===== config.mk =====
export PLATFORM = sky130hd
export DESIGN_NAME = i2c_byte_master
export DESIGN_NICKNAME = d
export VERILOG_FILES = /design/src/rtl/i2cb_pkg.sv /design/src/rtl/i2cb_regs.sv /design/src/rtl/i2cb_timer.sv /design/src/rtl/i2cb_engine.sv /design/src/rtl/i2c_byte_master.sv
export SDC_FILE = /design/constraint.sdc
export NUM_CORES = 1
export LEC_CHECK = 0
export BUFFER_PORTS_ARGS = -buffer_cell sky130_fd_sc_hd__buf_4
export CAP_MARGIN = 20
export CORE_ASPECT_RATIO = 0.75
export CORE_MARGIN = 5
export CORE_UTILIZATION = 39
export DETAILED_ROUTE_END_ITERATION = 7
export PLACE_DENSITY = 0.6
export SETUP_SLACK_MARGIN = 0.3
export SKIP_LAST_GASP = 1
export SYNTH_ARGS = -nofsm -noshare
export SYNTH_HDL_FRONTEND = slang
export SYNTH_SLANG_ARGS = --single-unit

===== constraint.sdc =====
create_clock -name clk -period 3.4 [get_ports clk]
set_clock_uncertainty 0.1 [all_clocks]
set_input_delay 0.34 -clock clk [delete_from_list [all_inputs] [get_ports clk]]
set_output_delay 0.34 -clock clk [all_outputs]
set_load 0.01 [all_outputs]

===== src/rtl/i2cb_pkg.sv =====
package i2cb_pkg;
  // command word fields
  localparam int CMD_W   = 12;
  localparam int C_IEN   = 11;
  localparam int C_START = 10;
  localparam int C_STOP  = 9;
  localparam int C_NOACK = 8;
  // status word fields
  localparam int ST_W    = 16;
  localparam int S_OWN   = 14;
  localparam int S_TX    = 13;
  localparam int S_STOP  = 12;
  localparam int S_NAK   = 11;
  localparam int S_ARB   = 9;
  localparam int S_FREE  = 8;
  // register indexes
  localparam logic [1:0] RA_CMD  = 2'd0;
  localparam logic [1:0] RA_STAT = 2'd1;
  localparam logic [1:0] RA_CLK  = 2'd2;
  localparam int HALF_LSB = 16;

  typedef enum logic [2:0] {
    PH_IDLE, PH_START, PH_BIT, PH_ACK, PH_STOP
  } phase_e;
endpackage


===== src/rtl/i2cb_regs.sv =====
module i2cb_regs
  import i2cb_pkg::*;
#(
  parameter int CNT_W = 16
) (
  input  logic                 clk,
  input  logic                 rst_n,
  input  logic                 wr,
  input  logic [1:0]           addr,
  input  logic [31:0]          wdata,
  input  logic                 busy,
  input  logic [ST_W-1:0]      status,
  output logic [31:0]          rdata,
  output logic                 accept,
  output logic [CMD_W-1:0]     cmd,
  output logic [CNT_W-1:0]     per,
  output logic [CNT_W-1:0]     half
);
  logic [CNT_W-1:0] per_q, per_d, half_q, half_d;
  logic             clk_we;

  always_comb begin
    clk_we = wr && (addr == RA_CLK) && !busy;
    per_d  = per_q;
    half_d = half_q;
    if (clk_we) begin
      per_d  = wdata[CNT_W-1:0];
      half_d = wdata[HALF_LSB +: CNT_W];
    end
  end

  always_ff @(posedge clk or negedge rst_n) begin
    if (!rst_n) begin
      per_q  <= '0;
      half_q <= '0;
    end else if (clk_we) begin
      per_q  <= per_d;
      half_q <= half_d;
    end
  end

  always_comb begin
    accept = wr && (addr == RA_CMD) && !busy && (per_q != '0);
    cmd    = wdata[CMD_W-1:0];
    per    = per_q;
    half   = half_q;
    rdata  = '0;
    case (addr)
      RA_STAT: rdata[ST_W-1:0] = status;
      RA_CLK: begin
        rdata[CNT_W-1:0]           = per_q;
        rdata[HALF_LSB +: CNT_W]   = half_q;
      end
      default: rdata = '0;
    endcase
  end
endmodule


===== src/rtl/i2cb_timer.sv =====
module i2cb_timer #(
  parameter int CNT_W = 16
) (
  input  logic             clk,
  input  logic             rst_n,
  input  logic             run,
  input  logic             hold,
  input  logic [CNT_W-1:0] per,
  input  logic [CNT_W-1:0] half,
  output logic             ev_drive,
  output logic             ev_rise,
  output logic             ev_samp,
  output logic             ev_end
);
  logic [CNT_W-1:0] cnt_q, cnt_d, samp_pt;

  always_comb begin
    samp_pt  = half + ((per - half) >> 1);
    ev_drive = run && (cnt_q == (half >> 1));
    ev_rise  = run && (cnt_q == half - 1'b1);
    ev_samp  = run && !hold && (cnt_q == samp_pt);
    ev_end   = run && !hold && (cnt_q == per - 1'b1);
    cnt_d    = cnt_q;
    if (!run)        cnt_d = '0;
    else if (hold)   cnt_d = cnt_q;
    else if (ev_end) cnt_d = '0;
    else             cnt_d = cnt_q + 1'b1;
  end

  always_ff @(posedge clk or negedge rst_n) begin
    if (!rst_n) cnt_q <= '0;
    else        cnt_q <= cnt_d;
  end
endmodule


===== src/rtl/i2cb_engine.sv =====
module i2cb_engine
  import i2cb_pkg::*;
(
  input  logic              clk,
  input  logic              rst_n,
  input  logic              start_op,
  input  logic [CMD_W-1:0]  cmd,
  input  logic              ev_drive,
  input  logic              ev_rise,
  input  logic              ev_samp,
  input  logic              ev_end,
  input  logic              sda_in,
  output logic              busy,
  output logic              scl_oe,
  output logic              sda_oe,
  output logic              irq,
  output logic              op_ien,
  output logic              op_sup,
  output logic [ST_W-1:0]   status
);
  phase_e     ph_q, ph_d;
  logic [2:0] bit_q, bit_d;
  logic [7:0] sh_q, sh_d;
  logic busy_q, busy_d, rd_q, rd_d, own_q, own_d, tx_q, tx_d;
  logic stp_q, stp_d, nak_q, nak_d, arb_q, arb_d;
  logic scl_q, scl_d, sda_q, sda_d, irq_q, irq_d, ien_q, ien_d, sup_q, sup_d;

  always_comb begin
    ph_d = ph_q;   bit_d = bit_q; sh_d = sh_q;   busy_d = busy_q;
    rd_d = rd_q;   own_d = own_q; tx_d = tx_q;   stp_d = stp_q;
    nak_d = nak_q; arb_d = arb_q; scl_d = scl_q; sda_d = sda_q;
    ien_d = ien_q; sup_d = sup_q; irq_d = 1'b0;
    if (start_op) begin
      busy_d = 1'b1; scl_d = 1'b1;
      stp_d = 1'b0;  nak_d = 1'b0; arb_d = 1'b0;
      ien_d = cmd[C_IEN]; sup_d = cmd[C_NOACK];
      if (cmd[C_STOP]) begin
        ph_d = PH_STOP; tx_d = 1'b0;
      end else if (cmd[C_START]) begin
        ph_d = PH_START; sh_d = cmd[7:0]; rd_d = cmd[0]; tx_d = 1'b1;
      end else begin
        ph_d = PH_BIT; bit_d = 3'd7; sh_d = cmd[7:0]; tx_d = !rd_q;
      end
    end else if (busy_q) begin
      if (ev_drive) begin
        case (ph_q)
          PH_START: sda_d = 1'b0;
          PH_STOP:  sda_d = 1'b1;
          PH_BIT:   sda_d = tx_q ? !sh_q[7] : 1'b0;
          PH_ACK:   sda_d = tx_q ? 1'b0 : !sup_q;
          default:  sda_d = sda_q;
        endcase
      end
      if (ev_rise) scl_d = 1'b0;
      if (ev_samp) begin
        case (ph_q)
          PH_START: begin sda_d = 1'b1; own_d = 1'b1; end
          PH_STOP:  sda_d = 1'b0;
          PH_BIT: begin
            sh_d = {sh_q[6:0], sda_in};
            if (tx_q && !sda_q && !sda_in) begin
              arb_d = 1'b1; scl_d = 1'b0; sda_d = 1'b0; own_d = 1'b0;
              tx_d = 1'b0; busy_d = 1'b0; ph_d = PH_IDLE; irq_d = ien_q;
            end
          end
          PH_ACK:   if (tx_q) nak_d = sda_in;
          default:  ;
        endcase
      end
      if (ev_end && busy_d) begin
        case (ph_q)
          PH_START: begin ph_d = PH_BIT; bit_d = 3'd7; scl_d = 1'b1; end
          PH_BIT: begin
            scl_d = 1'b1;
            if (bit_q == 3'd0) ph_d = PH_ACK;
            else               bit_d = bit_q - 3'd1;
          end
          PH_ACK: begin
            scl_d = 1'b1; busy_d = 1'b0; ph_d = PH_IDLE; irq_d = ien_q;
          end
          PH_STOP: begin
            scl_d = 1'b0; busy_d = 1'b0; ph_d = PH_IDLE; irq_d = ien_q;
            own_d = 1'b0; stp_d = 1'b1;
          end
          default: ;
        endcase
      end
    end
  end

  always_ff @(posedge clk or negedge rst_n) begin
    if (!rst_n) begin
      ph_q <= PH_IDLE; bit_q <= '0;   sh_q <= '0;   busy_q <= 1'b0;
      rd_q <= 1'b0;    own_q <= 1'b0; tx_q <= 1'b0; stp_q <= 1'b0;
      nak_q <= 1'b0;   arb_q <= 1'b0; scl_q <= 1'b0; sda_q <= 1'b0;
      irq_q <= 1'b0;   ien_q <= 1'b0; sup_q <= 1'b0;
    end else begin
      ph_q <= ph_d;    bit_q <= bit_d; sh_q <= sh_d; busy_q <= busy_d;
      rd_q <= rd_d;    own_q <= own_d; tx_q <= tx_d; stp_q <= stp_d;
      nak_q <= nak_d;  arb_q <= arb_d; scl_q <= scl_d; sda_q <= sda_d;
      irq_q <= irq_d;  ien_q <= ien_d; sup_q <= sup_d;
    end
  end

  always_comb begin
    busy   = busy_q;
    scl_oe = scl_q;
    sda_oe = sda_q;
    irq    = irq_q;
    op_ien = ien_q;
    op_sup = sup_q;
    status = '0;
    status[7:0]    = sh_q;
    status[S_OWN]  = own_q;
    status[S_TX]   = tx_q;
    status[S_STOP] = stp_q;
    status[S_NAK]  = nak_q;
    status[S_ARB]  = arb_q;
    status[S_FREE] = !own_q && !busy_q;
  end
endmodule


===== src/rtl/i2c_byte_master.sv =====
module i2c_byte_master
  import i2cb_pkg::*;
#(
  parameter int CNT_W = 16
) (
  input  logic        clk,
  input  logic        rst_n,
  input  logic        reg_wr,
  input  logic [1:0]  reg_addr,
  input  logic [31:0] reg_wdata,
  output logic [31:0] reg_rdata,
  output logic        irq,
  output logic        scl_oe,
  input  logic        scl_in,
  output logic        sda_oe,
  input  logic        sda_in
);
  logic [1:0]        rs_q;
  logic              rst_sn;
  logic              busy, accept, hold, op_ien, op_sup;
  logic              ev_drive, ev_rise, ev_samp, ev_end;
  logic [CMD_W-1:0]  cmd;
  logic [CNT_W-1:0]  per, half;
  logic [ST_W-1:0]   status_w;

  always_ff @(posedge clk or negedge rst_n) begin
    if (!rst_n) rs_q <= 2'b00;
    else        rs_q <= {rs_q[0], 1'b1};
  end
  assign rst_sn = rs_q[1];

  // a released SCL still read low means another device stretches the clock
  assign hold = !scl_oe && !scl_in;

  i2cb_regs #(.CNT_W(CNT_W)) u_regs (
    .clk(clk), .rst_n(rst_sn), .wr(reg_wr), .addr(reg_addr),
    .wdata(reg_wdata), .busy(busy), .status(status_w), .rdata(reg_rdata),
    .accept(accept), .cmd(cmd), .per(per), .half(half)
  );

  i2cb_timer #(.CNT_W(CNT_W)) u_timer (
    .clk(clk), .rst_n(rst_sn), .run(busy), .hold(hold), .per(per),
    .half(half), .ev_drive(ev_drive), .ev_rise(ev_rise),
    .ev_samp(ev_samp), .ev_end(ev_end)
  );

  i2cb_engine u_eng (
    .clk(clk), .rst_n(rst_sn), .start_op(accept), .cmd(cmd),
    .ev_drive(ev_drive), .ev_rise(ev_rise), .ev_samp(ev_samp),
    .ev_end(ev_end), .sda_in(sda_in), .busy(busy), .scl_oe(scl_oe),
    .sda_oe(sda_oe), .irq(irq), .op_ien(op_ien), .op_sup(op_sup),
    .status(status_w)
  );
endmodule


After elaboration in Yosys (flattened, before gate mapping). Cells that the tools add are included.

Register bits: 76. Input port bits: 39. Output and inout bits: 35. Logic and storage cells: 171.

Add/subtract/negate cells: 6. Eq/ne operators: 14. Muxes and demuxes: 84. Bitwise logic cells: 2. Reduce and logical (&&, ||, !) cells: 46.

Operator list (number): $mux W16 (4); $mux W1 (53); $eq A16 B16 Y1 (3); $mux W3 (14); $mux W8 (5); $pmux W16 S2 (1); $sub A16 B1 Y16 const B (2); $add A16 B1 Y16 const B (1); $add A16 B15 Y16 (1); $eq A16 B15 Y1 (1); $reduce_bool A16 Y1 (1); $reduce_bool A2 Y1 (8); $sub A16 B16 Y16 (1); $logic_and A1 B1 Y1 (15); $reduce_and A4 Y1 (3); $logic_not A1 Y1 (10); $pmux W3 S3 (1); $eq A3 B2 Y1 const B (2); $ne A2 B2 Y1 const B (3); $pmux W3 S2 (1); $reduce_and A3 Y1 (2); $reduce_and A6 Y1 (1); $pmux W1 S2 (2); $pmux W1 S4 (1); 15 further kinds (16).

Depth between registers and ports, before layout.
Depth in word-level cells: 12. Depth in mapped cells: 23. Depth with buffers taken out: 21.

By module. Synthesis repeated with hierarchy kept, for this count alone.

Cell total of the unflattened synthesis: 866. Area, all modules: 7551.0 sq um.

Modules (own cells, without submodules): i2cb_timer (times used 1, cells each 546, area each 4035.1 sq um, seq. area each 400.4 sq um); i2cb_regs (times used 1, cells each 146, area each 1840.5 sq um, seq. area each 800.8 sq um); i2cb_engine (times used 1, cells each 170, area each 1617.8 sq um, seq. area each 650.6 sq um); i2c_byte_master (times used 1, cells each 4, area each 57.6 sq um, seq. area each 50.0 sq um).

Worst setup path before layout. OpenSTA, ideal clock, no wires.

Path kind: register -> register. Start: register u_regs.half_q[3] (netlist: u_regs.half[3]). End: register u_eng.bit_q[2]. Setup time: 77 ps. Data arrival time: 4778 ps. Required time: 3223 ps. Setup slack: -1556 ps. Stages on the path, launching flop included: 22. Path buffers: 2. Period minus slack after synthesis: 4956 ps. Cell sequence: dfrtp_1 > clkbuf_1 > inv_1 > ha_1 > and3_1 > a211oi_1 > o31ai_1 > or4_1 > a31o_2 > a21oi_1 > xnor2_1 > ha_1 > xor2_1 > o31ai_1 > a311oi_1 > mux2i_1 > nor3_1 > and4_1 > or3b_2 > buf_2 > a32o_2 > a21oi_1.

Longest elaborated chain between the ends: 10.

Ends and longest elaborated chain: start, declared (RTL line i2cb_regs.sv:19) `logic [CNT_W-1:0] per_q, per_d, half_q, half_d;`; start signal, assigned (RTL line i2cb_regs.sv:38) `half_q <= half_d;`; $sub A16 B16 Y16 (RTL line i2cb_timer.sv:18) `samp_pt = half + ((per - half) >> 1);`; $add A16 B15 Y16 (*) (RTL line i2cb_timer.sv:18); $eq A16 B16 Y1 (*) (RTL line i2cb_timer.sv:21) `ev_samp = run && !hold && (cnt_q == samp_pt);`; $logic_and A1 B1 Y1 (*) (RTL line i2cb_timer.sv:21); $mux W1 (*) (RTL line i2cb_engine.sv:55) `if (ev_samp) begin`; $mux W1 (*) (RTL line i2cb_engine.sv:44) `end else if (busy_q) begin`; $mux W1 (*) (RTL line i2cb_engine.sv:33) `if (start_op) begin`; $logic_and A1 B1 Y1 (*) (RTL line i2cb_engine.sv:70) `if (ev_end && busy_d) begin`; $reduce_bool A2 Y1 (no source line) (*); $reduce_and A6 Y1 (no source line) (*); end signal, assigned (RTL line i2cb_engine.sv:93) `ph_q <= PH_IDLE; bit_q <= '0; sh_q <= '0; busy_q <= 1'b0;`; end signal, assigned (RTL line i2cb_engine.sv:98) `ph_q <= ph_d; bit_q <= bit_d; sh_q <= sh_d; busy_q <= busy_d;`; end, declared (RTL line i2cb_engine.sv:22) `logic [2:0] bit_q, bit_d;`.

Every way passes the cells marked *; elsewhere a longest branch is shown, timed or not. The select of a mux whose other input is x is not followed. A chain may end at the register's enable or synchronous reset.

Worst setup path after layout.
Start: register u_regs.per_q[1] (netlist: u_regs.per[1]). End: register u_eng.ph_q[0].

Longest elaborated chain between the ends: 11. Elaborated cells on any way between the ends: 20. Classes of those cells: add/sub (3); eq/ne (2); mux (9); reduce/logical (6).

Ends and longest elaborated chain: start, declared (RTL line i2cb_regs.sv:19); start signal, assigned (RTL line i2cb_regs.sv:37) `per_q <= per_d;`; $sub A16 B16 Y16 (RTL line i2cb_timer.sv:18); $add A16 B15 Y16 (RTL line i2cb_timer.sv:18); $eq A16 B16 Y1 (RTL line i2cb_timer.sv:21); $logic_and A1 B1 Y1 (RTL line i2cb_timer.sv:21); $mux W1 (RTL line i2cb_engine.sv:55); $mux W1 (RTL line i2cb_engine.sv:44); $mux W1 (RTL line i2cb_engine.sv:33); $logic_and A1 B1 Y1 (RTL line i2cb_engine.sv:70); $mux W3 (RTL line i2cb_engine.sv:70); $mux W3 (RTL line i2cb_engine.sv:44); $mux W3 (RTL line i2cb_engine.sv:33); end signal, assigned (RTL line i2cb_engine.sv:93); end signal, assigned (RTL line i2cb_engine.sv:98); end, declared (RTL line i2cb_engine.sv:21) `phase_e ph_q, ph_d;`.

Several ways; a longest one is shown, not always the timed one. The select of a mux whose other input is x is not followed.

==> impl_results.md <==
* Status: finished, violations left
* Failing checks: negative setup slack
* Initial Util at 40.05%
* RR Endpoint: u_eng.ph_q[0]
* Number of global-route vias before repair at 6,945
* Die Y at 127.1 um
* Clk_lat worst skew at 0.35 ns
* Hold_sp: reg_wdata[11]
* Place WS at -1.624 ns
* Setup ws final at -1.404 ns
* Met1 GRT Util at 34.57%
* Max_cap viols at 0
* RSZ-0062 raised after global routing: yes
* Multi-input gate area at 5228 sq um
* GRT Total Usage at 22.89%
* Slew margin rel. at 60.58%
* Pwr per Cell Area at 1027 nW/um^2
* Initial antenna violation count at 0
* Register area share after synthesis at 26.65%
* Lkg Pwr at 4.321 nW
* Worst reg-to-reg setup slack at -1.40 ns
* Flops & latches, synth at 76
* Hold path cells at 3
* DR iter-0 viols at 684
* Peak Freq at 0.2082 GHz
* Multiplexer share of the synthesized area at 6.470%
* Yosys top cell area share at 26.65%
* Slew @ Worst Pin at 0.5871 ns
* Clock root buffer: clkbuf_16
* Rows at 42
* Fraction of registers with async set/reset at 100.0%
* Final WL at 24,500 um
* Final Slew Violations at 0
* Adder-Cell Fraction of Synth Area at 7.575%
* CTS sink cnt at 76
* Antenna Nets Post-Route at 0
* Placeable Area at 17,810 sq um
* Drt via density at 5.562
* Synth cell types at 75
* Largest net degree at the start of global routing at 75
* Top post-synthesis cells by area: dfrtp_1, ha_1, xnor2_1
* Period Utilization, post-route at 141.3%
* Average size of a mapped cell at 8.425 sq um
* EDFF count, synth at 0
* Fraction of layout cells with a size suffix above 1 at 34.54%
* TritonCTS clock tree: yes
* Final Instance Area at 9696 sq um
* # DRC at 0
* Complex-gate fraction of the synthesized area at 18.43%
* WL per Instance at 18.99 um
* Fillers at 1,636
* First-pass GRT wire length at 38,880 um
* Reg2reg start: u_regs.per[1]
* Met3 Use GR at 4.416%
* CTS H-tree depth at 3
* Synth-to-layout area growth at 35.88%
* Synth Flop Type: dfrtp_1
* IO buf count at 73
* Mapped Nets at 928
* Synth Warn # at 0
* I/O pins at 74
* Storage element area at 1907 sq um
* Hold worst-path end: u_eng.op_ien
* Final setup viols at 37
* Synth Instances at 847
* Crit path kind: flop to flop
* Nets at 1,124
* VDD IR max at 0.5224 mV
* Drt pass-1 iters at 5
* CTS max path bufs at 2
* Area leader, netlist: dfrtp_1
* Worst Path Required at 3.54 ns
* Pwr Total at 9.960 mW
* RePlAce Congestion at 0.9690
* Vias at 7,175
* Utilization after layout at 54.42%
* Total grt overflow at 0
* TritonCTS Buffers at 9
* Final setup TNS at -29.35 ns
* Worst path arrival time at 4.94 ns
* Simple-Gate Fraction of Synth Area at 24.25%
* Tmin final at 4.804 ns
* Die W at 166.2 um
* Final hold vios at 0
* DIE AREA at 21,130 sq um
* Finished Layout Cells at 1,290
* R2R depth at 21
* Post-Syn Area at 7136 sq um
* Post-DP HPWL at 18,790 um
* CP max FO at 2
* Xor-xnor portion of the synthesized cell area at 11.42%
* Met2 GRT Util at 33.33%
* Busiest grt layer: met1
* Placed Instances at 1,258
* Register clock-pin slew on the reported worst setup and hold paths at 0.06 ns
* # diodes at 0
* Worst hold path class: input pin to flop
* Placed instance area at 8952 sq um
* Startpoint types: flop
* Element type at the critical path end: flop
* Hold slack at 0.09004 ns
* Main combinational cell family by area after synthesis: simple AND/OR/NAND/NOR gates
==> flip-flops by register name, summed over array words and instances (netlist names) <==
signal / flops
u_eng.irq: 1
u_eng.sda_oe: 1
u_timer.cnt_q: 16
u_eng.arb_q: 1
rs_q: 2
u_eng.stp_q: 1
u_eng.bit_q: 3
u_eng.op_ien: 1
u_eng.own_q: 1
u_eng.busy: 1
u_eng.tx_q: 1
u_regs.per: 16
u_eng.scl_oe: 1
u_regs.half: 16
u_eng.ph_q: 3
u_eng.rd_q: 1
u_eng.sh_q: 8
u_eng.nak_q: 1
u_eng.op_sup: 1
==> final cells by class <==
cell class              instances  share of cell area (%)
flip-flops and latches         76                   19.67
clock inverters                 4                  0.5033
clock buffers                  12                   2.542
multi-input cells             682                   53.92
repair buffers                237                   18.79
well taps                     242                   3.123
inverters                      37                   1.458
==> report_power, final <==
part	internal, mW	switching [mW]
combinational	3.70	3.84
sequential	1.12	0.283
clock	0.589	0.427
total	5.41	4.55
==> per-layer routing <==
metal	share of wire (%)	up-vias
li1	-	3442
met1	48	3441
met2	42	263
met3	7.7	29
met4	1.7	0
met5	0	-
==> synthesized netlist by cell type, drive strengths merged (9+ instances only) <==
library cell	count
o31ai	11
o211ai	9
a22oi	14
nor3	25
and3	25
buf	13
mux2i	9
inv	37
nand2	53
xnor2	55
and2	22
nor4	14
nor2b	20
nand4	14
nor2	65
a21o	11
clkbuf	39
xor2	38
mux2	33
ha	40
nand2b	13
o21ai	47
or3	16
nand3	21
dfrtp	76
a21oi	32
==> critical path, stage by stage (launching register included) <==
cell	delay, ns
dfrtp_1	0.40
buf_6	0.13
ha_4	0.21
inv_2	0.04
o21bai_1	0.07
a21o_1	0.22
a211oi_4	0.30
o31ai_2	0.11
or4_4	0.44
a31o_4	0.24
a21oi_2	0.13
xnor2_1	0.08
ha_1	0.33
xor2_2	0.18
o31ai_2	0.10
a311oi_1	0.23
mux2i_1	0.14
nor4_1	0.23
nand4_1	0.25
buf_4	0.21
or3_4	0.34
a31o_1	0.22
==> cells by family after synthesis <==
| family | Yosys count |
|---|---|
| other cells | 1 |
| mux | 42 |
| fa+ha+maj | 42 |
| simple gates | 314 |
| xor+xnor | 93 |
| buf+inv | 89 |
| flops | 76 |
| compound gates | 190 |
==> what timing repair did <==
item | 4_1_cts | 5_1_grt
buffers inserted | 10 | 4
pin swaps | 19 | 15
gates resized for setup | 35 | 26
hold buffers | 1 | 0
endpoints found under the setup margin | 39 | 40
endpoints found under the hold margin | 2 | 0
==> worst max path at each step <==
stage	from	to
2_1_floorplan	u_regs.half[1]	u_eng.bit_q[2]
3_3_place_gp	u_regs.per[1]	u_eng.bit_q[2]
3_5_place_dp	u_regs.per[1]	u_eng.sh_q[3]
4_1_cts	u_regs.half[1]	u_eng.bit_q[2]
5_1_grt	u_regs.per[1]	u_eng.ph_q[0]
6_report	u_regs.per[1]	u_eng.ph_q[0]
==> layout by cell type (no fill, tap or decap), types with 14 or more instances in the layout <==
master / netlist / routed
nor2b_1: 20 / 18
ha_1: 40 / 37
o21ai_1: 26 / 28
nor3_1: 23 / 22
a22oi_1: 14 / 14
xnor2_1: 55 / 55
nand2_1: 53 / 50
a21oi_1: 32 / 28
mux2_2: 33 / 33
inv_1: 37 / 35
nand3_1: 20 / 18
nor2_1: 64 / 62
dfrtp_1: 76 / 74
buf_4: 4 / 230
and3_1: 25 / 23
and2_1: 21 / 21
xor2_1: 38 / 36
o21ai_0: 21 / 17
Note: power is estimated with default switching activity, not from simulation.
